$ cat src/rtl/irqp_pkg.sv
package irqp_pkg;

    localparam int SRC_W  = 24;
    localparam int PRI_W  = 8;
    localparam int WORD_W = SRC_W + PRI_W;

    localparam logic [SRC_W-1:0] IPI_SRC   = SRC_W'(2);
    localparam logic [SRC_W-1:0] NO_SRC    = '0;
    localparam logic [PRI_W-1:0] PRI_LEAST = '1;

    typedef enum logic [2:0] {
        OP_NONE     = 3'd0,
        OP_SET_CUR  = 3'd1,
        OP_SET_IPI  = 3'd2,
        OP_ACCEPT   = 3'd3,
        OP_POLL     = 3'd4,
        OP_EOI      = 3'd5
    } op_e;

    typedef struct packed {
        logic [PRI_W-1:0] cur_pri;
        logic [SRC_W-1:0] pend_src;
        logic [PRI_W-1:0] pend_pri;
        logic [PRI_W-1:0] ipi_pri;
        logic             pend_ext;
    } pres_st_t;

    typedef struct packed {
        logic             vld;
        logic [SRC_W-1:0] src;
    } src_evt_t;

    function automatic logic [WORD_W-1:0] status_word(pres_st_t s);
        return {s.cur_pri, s.pend_src};
    endfunction

    function automatic pres_st_t reset_state();
        pres_st_t s;
        s.cur_pri  = '0;
        s.pend_src = NO_SRC;
        s.pend_pri = PRI_LEAST;
        s.ipi_pri  = PRI_LEAST;
        s.pend_ext = 1'b0;
        return s;
    endfunction

    function automatic logic has_pending(pres_st_t s);
        return s.pend_src != NO_SRC;
    endfunction

endpackage

$ cat src/rtl/irqp_ipi_gate.sv
module irqp_ipi_gate
    import irqp_pkg::*;
(
    input  pres_st_t st_in,
    input  logic     chk_en,
    output pres_st_t st_out,
    output src_evt_t rej,
    output logic     raise
);
    logic ipi_beats_cur;
    logic slot_holds;

    always_comb begin
        ipi_beats_cur = st_in.ipi_pri < st_in.cur_pri;
        slot_holds    = has_pending(st_in) && (st_in.pend_pri <= st_in.ipi_pri);
        st_out        = st_in;
        rej           = '0;
        raise         = 1'b0;
        if (chk_en && ipi_beats_cur && !slot_holds) begin
            if (has_pending(st_in) && st_in.pend_ext) begin
                rej.vld = 1'b1;
                rej.src = st_in.pend_src;
            end
            st_out.pend_src = IPI_SRC;
            st_out.pend_pri = st_in.ipi_pri;
            st_out.pend_ext = 1'b0;
            raise           = 1'b1;
        end
    end

endmodule

$ cat src/rtl/irqp_op_unit.sv
module irqp_op_unit
    import irqp_pkg::*;
(
    input  pres_st_t          st_in,
    input  logic              op_valid,
    input  op_e               op_code,
    input  logic [WORD_W-1:0] op_wdata,
    output pres_st_t          st_out,
    output src_evt_t          rej,
    output src_evt_t          eoi,
    output logic              resend,
    output logic              rd_fire,
    output logic [WORD_W-1:0] rd_word,
    output logic              raise,
    output logic              lower
);
    pres_st_t         st_a;
    src_evt_t         rej_a;
    src_evt_t         rej_gate;
    logic             chk_en;
    logic [PRI_W-1:0] new_pri;

    always_comb begin
        st_a    = st_in;
        rej_a   = '0;
        eoi     = '0;
        resend  = 1'b0;
        rd_fire = 1'b0;
        rd_word = status_word(st_in);
        lower   = 1'b0;
        chk_en  = 1'b0;
        new_pri = op_wdata[PRI_W-1:0];
        if (op_valid) begin
            case (op_code)
                OP_SET_CUR: begin
                    st_a.cur_pri = new_pri;
                    if (new_pri < st_in.cur_pri) begin
                        if (has_pending(st_in) && (new_pri <= st_in.pend_pri)) begin
                            if (st_in.pend_ext) begin
                                rej_a.vld = 1'b1;
                                rej_a.src = st_in.pend_src;
                            end
                            st_a.pend_src = NO_SRC;
                            st_a.pend_pri = PRI_LEAST;
                            st_a.pend_ext = 1'b0;
                            lower         = 1'b1;
                        end
                    end else if (!has_pending(st_in)) begin
                        resend = 1'b1;
                        chk_en = 1'b1;
                    end
                end
                OP_SET_IPI: begin
                    st_a.ipi_pri = new_pri;
                    chk_en       = 1'b1;
                end
                OP_ACCEPT: begin
                    rd_fire       = 1'b1;
                    st_a.cur_pri  = st_in.pend_pri;
                    st_a.pend_src = NO_SRC;
                    st_a.pend_pri = PRI_LEAST;
                    st_a.pend_ext = 1'b0;
                    lower         = 1'b1;
                end
                OP_POLL: begin
                    rd_fire = 1'b1;
                end
                OP_EOI: begin
                    st_a.cur_pri = op_wdata[WORD_W-1:SRC_W];
                    eoi.vld      = 1'b1;
                    eoi.src      = op_wdata[SRC_W-1:0];
                    if (!has_pending(st_in)) begin
                        resend = 1'b1;
                        chk_en = 1'b1;
                    end
                end
                default: ;
            endcase
        end
    end

    irqp_ipi_gate u_ipi_gate (
        .st_in  (st_a),
        .chk_en (chk_en),
        .st_out (st_out),
        .rej    (rej_gate),
        .raise  (raise)
    );

    assign rej = rej_a.vld ? rej_a : rej_gate;

endmodule

$ cat src/rtl/irqp_req_arb.sv
module irqp_req_arb
    import irqp_pkg::*;
(
    input  pres_st_t         st_in,
    input  logic             req_valid,
    input  logic [SRC_W-1:0] req_src,
    input  logic [PRI_W-1:0] req_pri,
    output pres_st_t         st_out,
    output src_evt_t         rej,
    output logic             raise
);
    logic loses_to_cur;
    logic loses_to_pend;

    always_comb begin
        loses_to_cur  = req_pri >= st_in.cur_pri;
        loses_to_pend = has_pending(st_in) && (st_in.pend_pri <= req_pri);
        st_out        = st_in;
        rej           = '0;
        raise         = 1'b0;
        if (req_valid) begin
            if (loses_to_cur || loses_to_pend) begin
                rej.vld = 1'b1;
                rej.src = req_src;
            end else begin
                if (has_pending(st_in) && st_in.pend_ext) begin
                    rej.vld = 1'b1;
                    rej.src = st_in.pend_src;
                end
                st_out.pend_src = req_src;
                st_out.pend_pri = req_pri;
                st_out.pend_ext = 1'b1;
                raise           = 1'b1;
            end
        end
    end

endmodule

$ cat src/rtl/irq_presenter.sv
module irq_presenter
    import irqp_pkg::*;
(
    input  logic              clk,
    input  logic              rst,
    input  logic              op_valid,
    input  logic [2:0]        op_code,
    input  logic [WORD_W-1:0] op_wdata,
    input  logic              req_valid,
    input  logic [SRC_W-1:0]  req_src,
    input  logic [PRI_W-1:0]  req_pri,
    output logic              rd_valid,
    output logic [WORD_W-1:0] rd_word,
    output logic [PRI_W-1:0]  rd_ipi_pri,
    output logic              rej_op_valid,
    output logic [SRC_W-1:0]  rej_op_src,
    output logic              rej_req_valid,
    output logic [SRC_W-1:0]  rej_req_src,
    output logic              eoi_valid,
    output logic [SRC_W-1:0]  eoi_src,
    output logic              resend,
    output logic              irq_out
);
    pres_st_t          st_q;
    pres_st_t          st_mid;
    pres_st_t          st_nxt;
    src_evt_t          op_rej;
    src_evt_t          op_eoi;
    src_evt_t          arb_rej;
    logic              op_resend;
    logic              op_rd;
    logic [WORD_W-1:0] op_rd_word;
    logic              op_raise;
    logic              op_lower;
    logic              arb_raise;
    op_e               op_kind;

    assign op_kind = op_e'(op_code);

    // register operations act first, the request sees their result
    irqp_op_unit u_op_unit (
        .st_in    (st_q),
        .op_valid (op_valid),
        .op_code  (op_kind),
        .op_wdata (op_wdata),
        .st_out   (st_mid),
        .rej      (op_rej),
        .eoi      (op_eoi),
        .resend   (op_resend),
        .rd_fire  (op_rd),
        .rd_word  (op_rd_word),
        .raise    (op_raise),
        .lower    (op_lower)
    );

    irqp_req_arb u_req_arb (
        .st_in     (st_mid),
        .req_valid (req_valid),
        .req_src   (req_src),
        .req_pri   (req_pri),
        .st_out    (st_nxt),
        .rej       (arb_rej),
        .raise     (arb_raise)
    );

    always_ff @(posedge clk) begin
        if (rst) begin
            st_q          <= reset_state();
            irq_out       <= 1'b0;
            rd_valid      <= 1'b0;
            rd_word       <= '0;
            rd_ipi_pri    <= '0;
            rej_op_valid  <= 1'b0;
            rej_op_src    <= '0;
            rej_req_valid <= 1'b0;
            rej_req_src   <= '0;
            eoi_valid     <= 1'b0;
            eoi_src       <= '0;
            resend        <= 1'b0;
        end else begin
            st_q          <= st_nxt;
            if (op_raise || arb_raise) begin
                irq_out <= 1'b1;
            end else if (op_lower) begin
                irq_out <= 1'b0;
            end
            rd_valid      <= op_rd;
            if (op_rd) begin
                rd_word    <= op_rd_word;
                rd_ipi_pri <= st_q.ipi_pri;
            end
            rej_op_valid  <= op_rej.vld;
            rej_op_src    <= op_rej.src;
            rej_req_valid <= arb_rej.vld;
            rej_req_src   <= arb_rej.src;
            eoi_valid     <= op_eoi.vld;
            eoi_src       <= op_eoi.src;
            resend        <= op_resend;
        end
    end

    AST_IRQ_TRACKS_SLOT: assert property (@(posedge clk) disable iff (rst)
        irq_out == has_pending(st_q));

    AST_EMPTY_SLOT_LEAST: assert property (@(posedge clk) disable iff (rst)
        !has_pending(st_q) |-> (st_q.pend_pri == PRI_LEAST));

    AST_POLL_KEEPS_STATE: assert property (@(posedge clk) disable iff (rst)
        (op_valid && op_code == 3'd4 && !req_valid) |=> $stable(st_q));

    AST_ACCEPT_DROPS_LINE: assert property (@(posedge clk) disable iff (rst)
        (op_valid && op_code == 3'd3 && !req_valid) |=> !irq_out);

    AST_IPI_NOT_BOUNCED_OP: assert property (@(posedge clk) disable iff (rst)
        rej_op_valid |-> (rej_op_src != IPI_SRC));

    AST_IPI_NOT_BOUNCED_REQ: assert property (@(posedge clk) disable iff (rst)
        (rej_req_valid && $past(req_src) != IPI_SRC) |-> (rej_req_src != IPI_SRC));

endmodule

$ cat config.mk
export PLATFORM = sky130hd
export DESIGN_NAME = irq_presenter
export DESIGN_NICKNAME = d
export VERILOG_FILES = /design/src/rtl/irqp_pkg.sv /design/src/rtl/irqp_ipi_gate.sv /design/src/rtl/irqp_op_unit.sv /design/src/rtl/irqp_req_arb.sv /design/src/rtl/irq_presenter.sv
export SDC_FILE = /design/constraint.sdc
export NUM_CORES = 1
export LEC_CHECK = 0
export ABC_AREA = 1
export CAP_MARGIN = 25
export CELL_PAD_IN_SITES_DETAIL_PLACEMENT = 1
export CELL_PAD_IN_SITES_GLOBAL_PLACEMENT = 1
export CORE_ASPECT_RATIO = 1.75
export CORE_MARGIN = 1
export CORE_UTILIZATION = 35
export CTS_BUF_LIST = sky130_fd_sc_hd__clkbuf_4 sky130_fd_sc_hd__clkbuf_8
export DETAILED_ROUTE_END_ITERATION = 10
export DONT_BUFFER_PORTS = 1
export GPL_TIMING_DRIVEN = 0
export PLACE_DENSITY = 0.64
export SLEW_MARGIN = 5
export SYNTH_ARGS = -nofsm -noshare
export SYNTH_HDL_FRONTEND = slang
export SYNTH_HIERARCHICAL = 1
export SYNTH_SLANG_ARGS = --single-unit
$ cat constraint.sdc
create_clock -name clk -period 8.5 [get_ports clk]
set_clock_uncertainty 0.05 [all_clocks]
set_input_delay 0 -clock clk [delete_from_list [all_inputs] [get_ports clk]]
set_output_delay 0 -clock clk [all_outputs]
set_load 0.01 [all_outputs]
==> flow_metrics.tcl <==
set metrics [dict create \
    status "finished, final reports clean" \
    drtPass1Iterations 4 \
    finalMaxSlewViolations 0 \
    switching_share_pct 37.9 \
    critPathLaunchType "flop" \
    r2r-start "st_q[44]" \
    gp_congestion 0.885 \
    min_path_type "in2reg" \
    ys_types 33 \
    root_buffer "clkbuf_8" \
    ys_ff_latch 167 \
    p_leak_nw 5.72 \
    p_comb_share_pct 31.4 \
    drt_iter0_markers 274 \
    row_count 80 \
    r2r_cells 32 \
    syn-instance-count 1518 \
    power_density_nw_per_um2 182 \
    grt_pass1_vias 10200 \
    start_util_pct 35.8 \
    setup_viol 0 \
    fmax_mhz 175 \
    seqCellArea_um2 3340 \
    synth.avg_cell_area_um2 6.46 \
    ios 189 \
    mostFrequentLayoutCells "nor2_1, inv_1, nand2_1, dfxtp_1, dlygate4sd3_1" \
    drive_above_1_share_pct 11.4 \
    dieArea_um2 28700 \
    vias_per_cell 4.59 \
    arrival_ns 6.07 \
    syn_area_um2 9810 \
    cp.required_ns 8.85 \
    peakVddDrop_mv 0.100 \
    crit_path_max_fanout 10 \
    route.antenna.remaining_nets 0 \
    crit_end "st_q[35]" \
    final_common_cell "nor2_1" \
    critPathLaunch "st_q[44]" \
    hold_viol_final 0 \
    maxCapViolCount 0 \
    antenna_cells 0 \
    clkLatencyLatePin_ns 0.51 \
    hold_slack_ns 0.0468 \
    path_common_cell "nand2_1" \
    period_share_pct 67.4 \
    area_growth_pct 20.1 \
    core-area_um2 27400 \
    r2r_slack_ns 2.77 \
    cp_slowest_cell "dlygate4sd3_1" \
    min_path_cells 6 \
    portBuffers 0 \
    layout.nets 1765 \
    min_period_ns 5.73 \
    grt_use_total_pct 25.4 \
    worst_slew_pin_slew_ns 0.770 \
    reg2reg_to "st_q[35]" \
    rsz0062_at_grt "false" \
    grt_overflow 0 \
    via_count 9319 \
    path_clk_slew_ns 0.09 \
    cts_tree "built" \
    wirelength_um 35200 \
    worst_setup_path_end_kind "flop" \
    synth_nets 1635 \
    grt_max_degree 18 \
    multi_input_area_um2 4440 \
    power.switching_mw 0.810 \
    max_slew_margin_pct 48.1 \
    yosysWarningCount 6 \
    tns_ns 0 \
    dieHeight_um 223 \
    max_stage_delay_ns 0.56 \
    grt_pass1_wl_um 53600 \
    ctsResizeCount 0 \
    p_seq_share_pct 41.2 \
    critPathKind "reg2reg" \
    cts.sinks 167 \
    drc 0 \
    seq_area_frac_synth_pct 34.1 \
    cts.path.max_buffers 2 \
    htree_num_levels 4 \
    postCtsSetupRepairBufs 0 \
    hpwlAfterDp_um 28300 \
    p_clk_share_pct 27.4 \
    wl_per_cell_um 17.4 \
    cts_made_buffers 17 \
    fillers 3653 \
    antenna_found_initial 0 \
    intPower_mw 1.33 \
    fp.dieW_um 129 \
    cts_hold_buf 111 \
]
==> metal layers <==
layer | track usage, % | part of all wire [%]
met1 | 20.9 | 33
met2 | 52.4 | 58
met3 | 4.77 | 3.4
met4 | 16.1 | 5.7
met5 | 0 | 0
==> worst min path at each step <==
stage                  from           to
6_report       op_wdata[26]     st_q[43]
3_5_place_dp   op_wdata[14]  eoi_src[14]
5_1_grt        op_wdata[26]     st_q[43]
2_1_floorplan  op_wdata[10]  eoi_src[10]
3_3_place_gp   op_wdata[14]  eoi_src[14]
4_1_cts        op_wdata[25]     st_q[42]
==> logic make-up (layout without fill, tap and decap cells) <==
logic type / count (synthesis) / count (layout) / synth area share, %
adder cells (fa/ha/maj): 46 / 46 / 5.87
flip-flops: 167 / 167 / 34.1
AND/OR/NAND/NOR: 705 / 705 / 28.8
buffers and inverters: 417 / 560 / 20.7
AO/OA/AOI/OAI: 183 / 183 / 10.6
==> worst max-delay path: cells and delay by family, from the launching register on <==
family,cells,cell delay [ns]
buf+inv,5,1.28
compound gates,5,0.77
simple gates,19,2.13
flops,1,0.55
fa+ha+maj,3,0.79
==> synth_stat cells <==
cell type	instances	area (um^2)
nor2_1	357	1340
inv_1	279	1050
nand2_1	254	953
dfxtp_1	167	3340
buf_4	69	518
a21oi_1	62	310
o21ai_0	61	305
nand3_1	52	260
ha_1	46	576
buf_2	28	140
o21ai_1	27	135
buf_6	21	236
o21ai_2	19	166
or2_1	16	100
nand4_1	12	75.1
clkbuf_1	9	33.8
a41oi_1	6	52.6
nand2_2	6	37.5
buf_1	4	15.0
clkbuf_2	4	20.0
a21o_1	3	22.5
nor2_2	3	18.8
nand3_2	2	20.0
o22ai_1	2	12.5
a21oi_4	1	16.3
clkinv_2	1	5.00
inv_2	1	3.75
inv_4	1	6.26
nand2_4	1	11.3
nor3_1	1	5.00
nor4_1	1	6.26
o21a_1	1	7.51
o21bai_1	1	7.51
==> stage by stage <==
stage	utilization, %	std cells	area, um^2	power, mW	setup WS (ns)
final	42.9	2030	11800	2.14	2.77
after floorplan	-	1518	9810	1.35	4.45
after CTS	42.9	2030	11800	2.17	2.74
after detailed placement	37.4	1887	10300	1.54	3.16
after global routing	42.9	2030	11800	2.28	2.35
after global placement	37.4	1887	10300	1.52	3.21
==> flip-flops by register name, summed over array words and instances (netlist names) <==
signal / cells
rd_valid: 1
rej_req_src: 24
st_q: 49
eoi_valid: 1
rd_ipi_pri: 8
eoi_src: 24
rd_word: 32
rej_req_valid: 1
rej_op_valid: 1
resend: 1
irq_out: 1
rej_op_src: 24
==> power by group through the flow <==
stage / logic (mW) / registers, mW / clock network [mW]
after floorplan: 0.470 / 0.883 / 0
after global placement: 0.622 / 0.900 / 0
after detailed placement: 0.636 / 0.899 / 0
after CTS: 0.679 / 0.882 / 0.613
after global routing: 0.758 / 0.887 / 0.635
final: 0.672 / 0.881 / 0.587
==> final cells by class <==
| class | instances | area share, % |
|---|---|---|
| Timing Repair Buffer | 111 | 9.44 |
| Clock inverter | 15 | 1.36 |
| Sequential cell | 167 | 28.4 |
| Tap cell | 369 | 3.92 |
| Clock buffer | 17 | 1.99 |
| Buffer | 135 | 8.18 |
| Inverter | 282 | 9.02 |
| Multi-Input combinational cell | 934 | 37.7 |
Power figures use the tool's default switching activity.
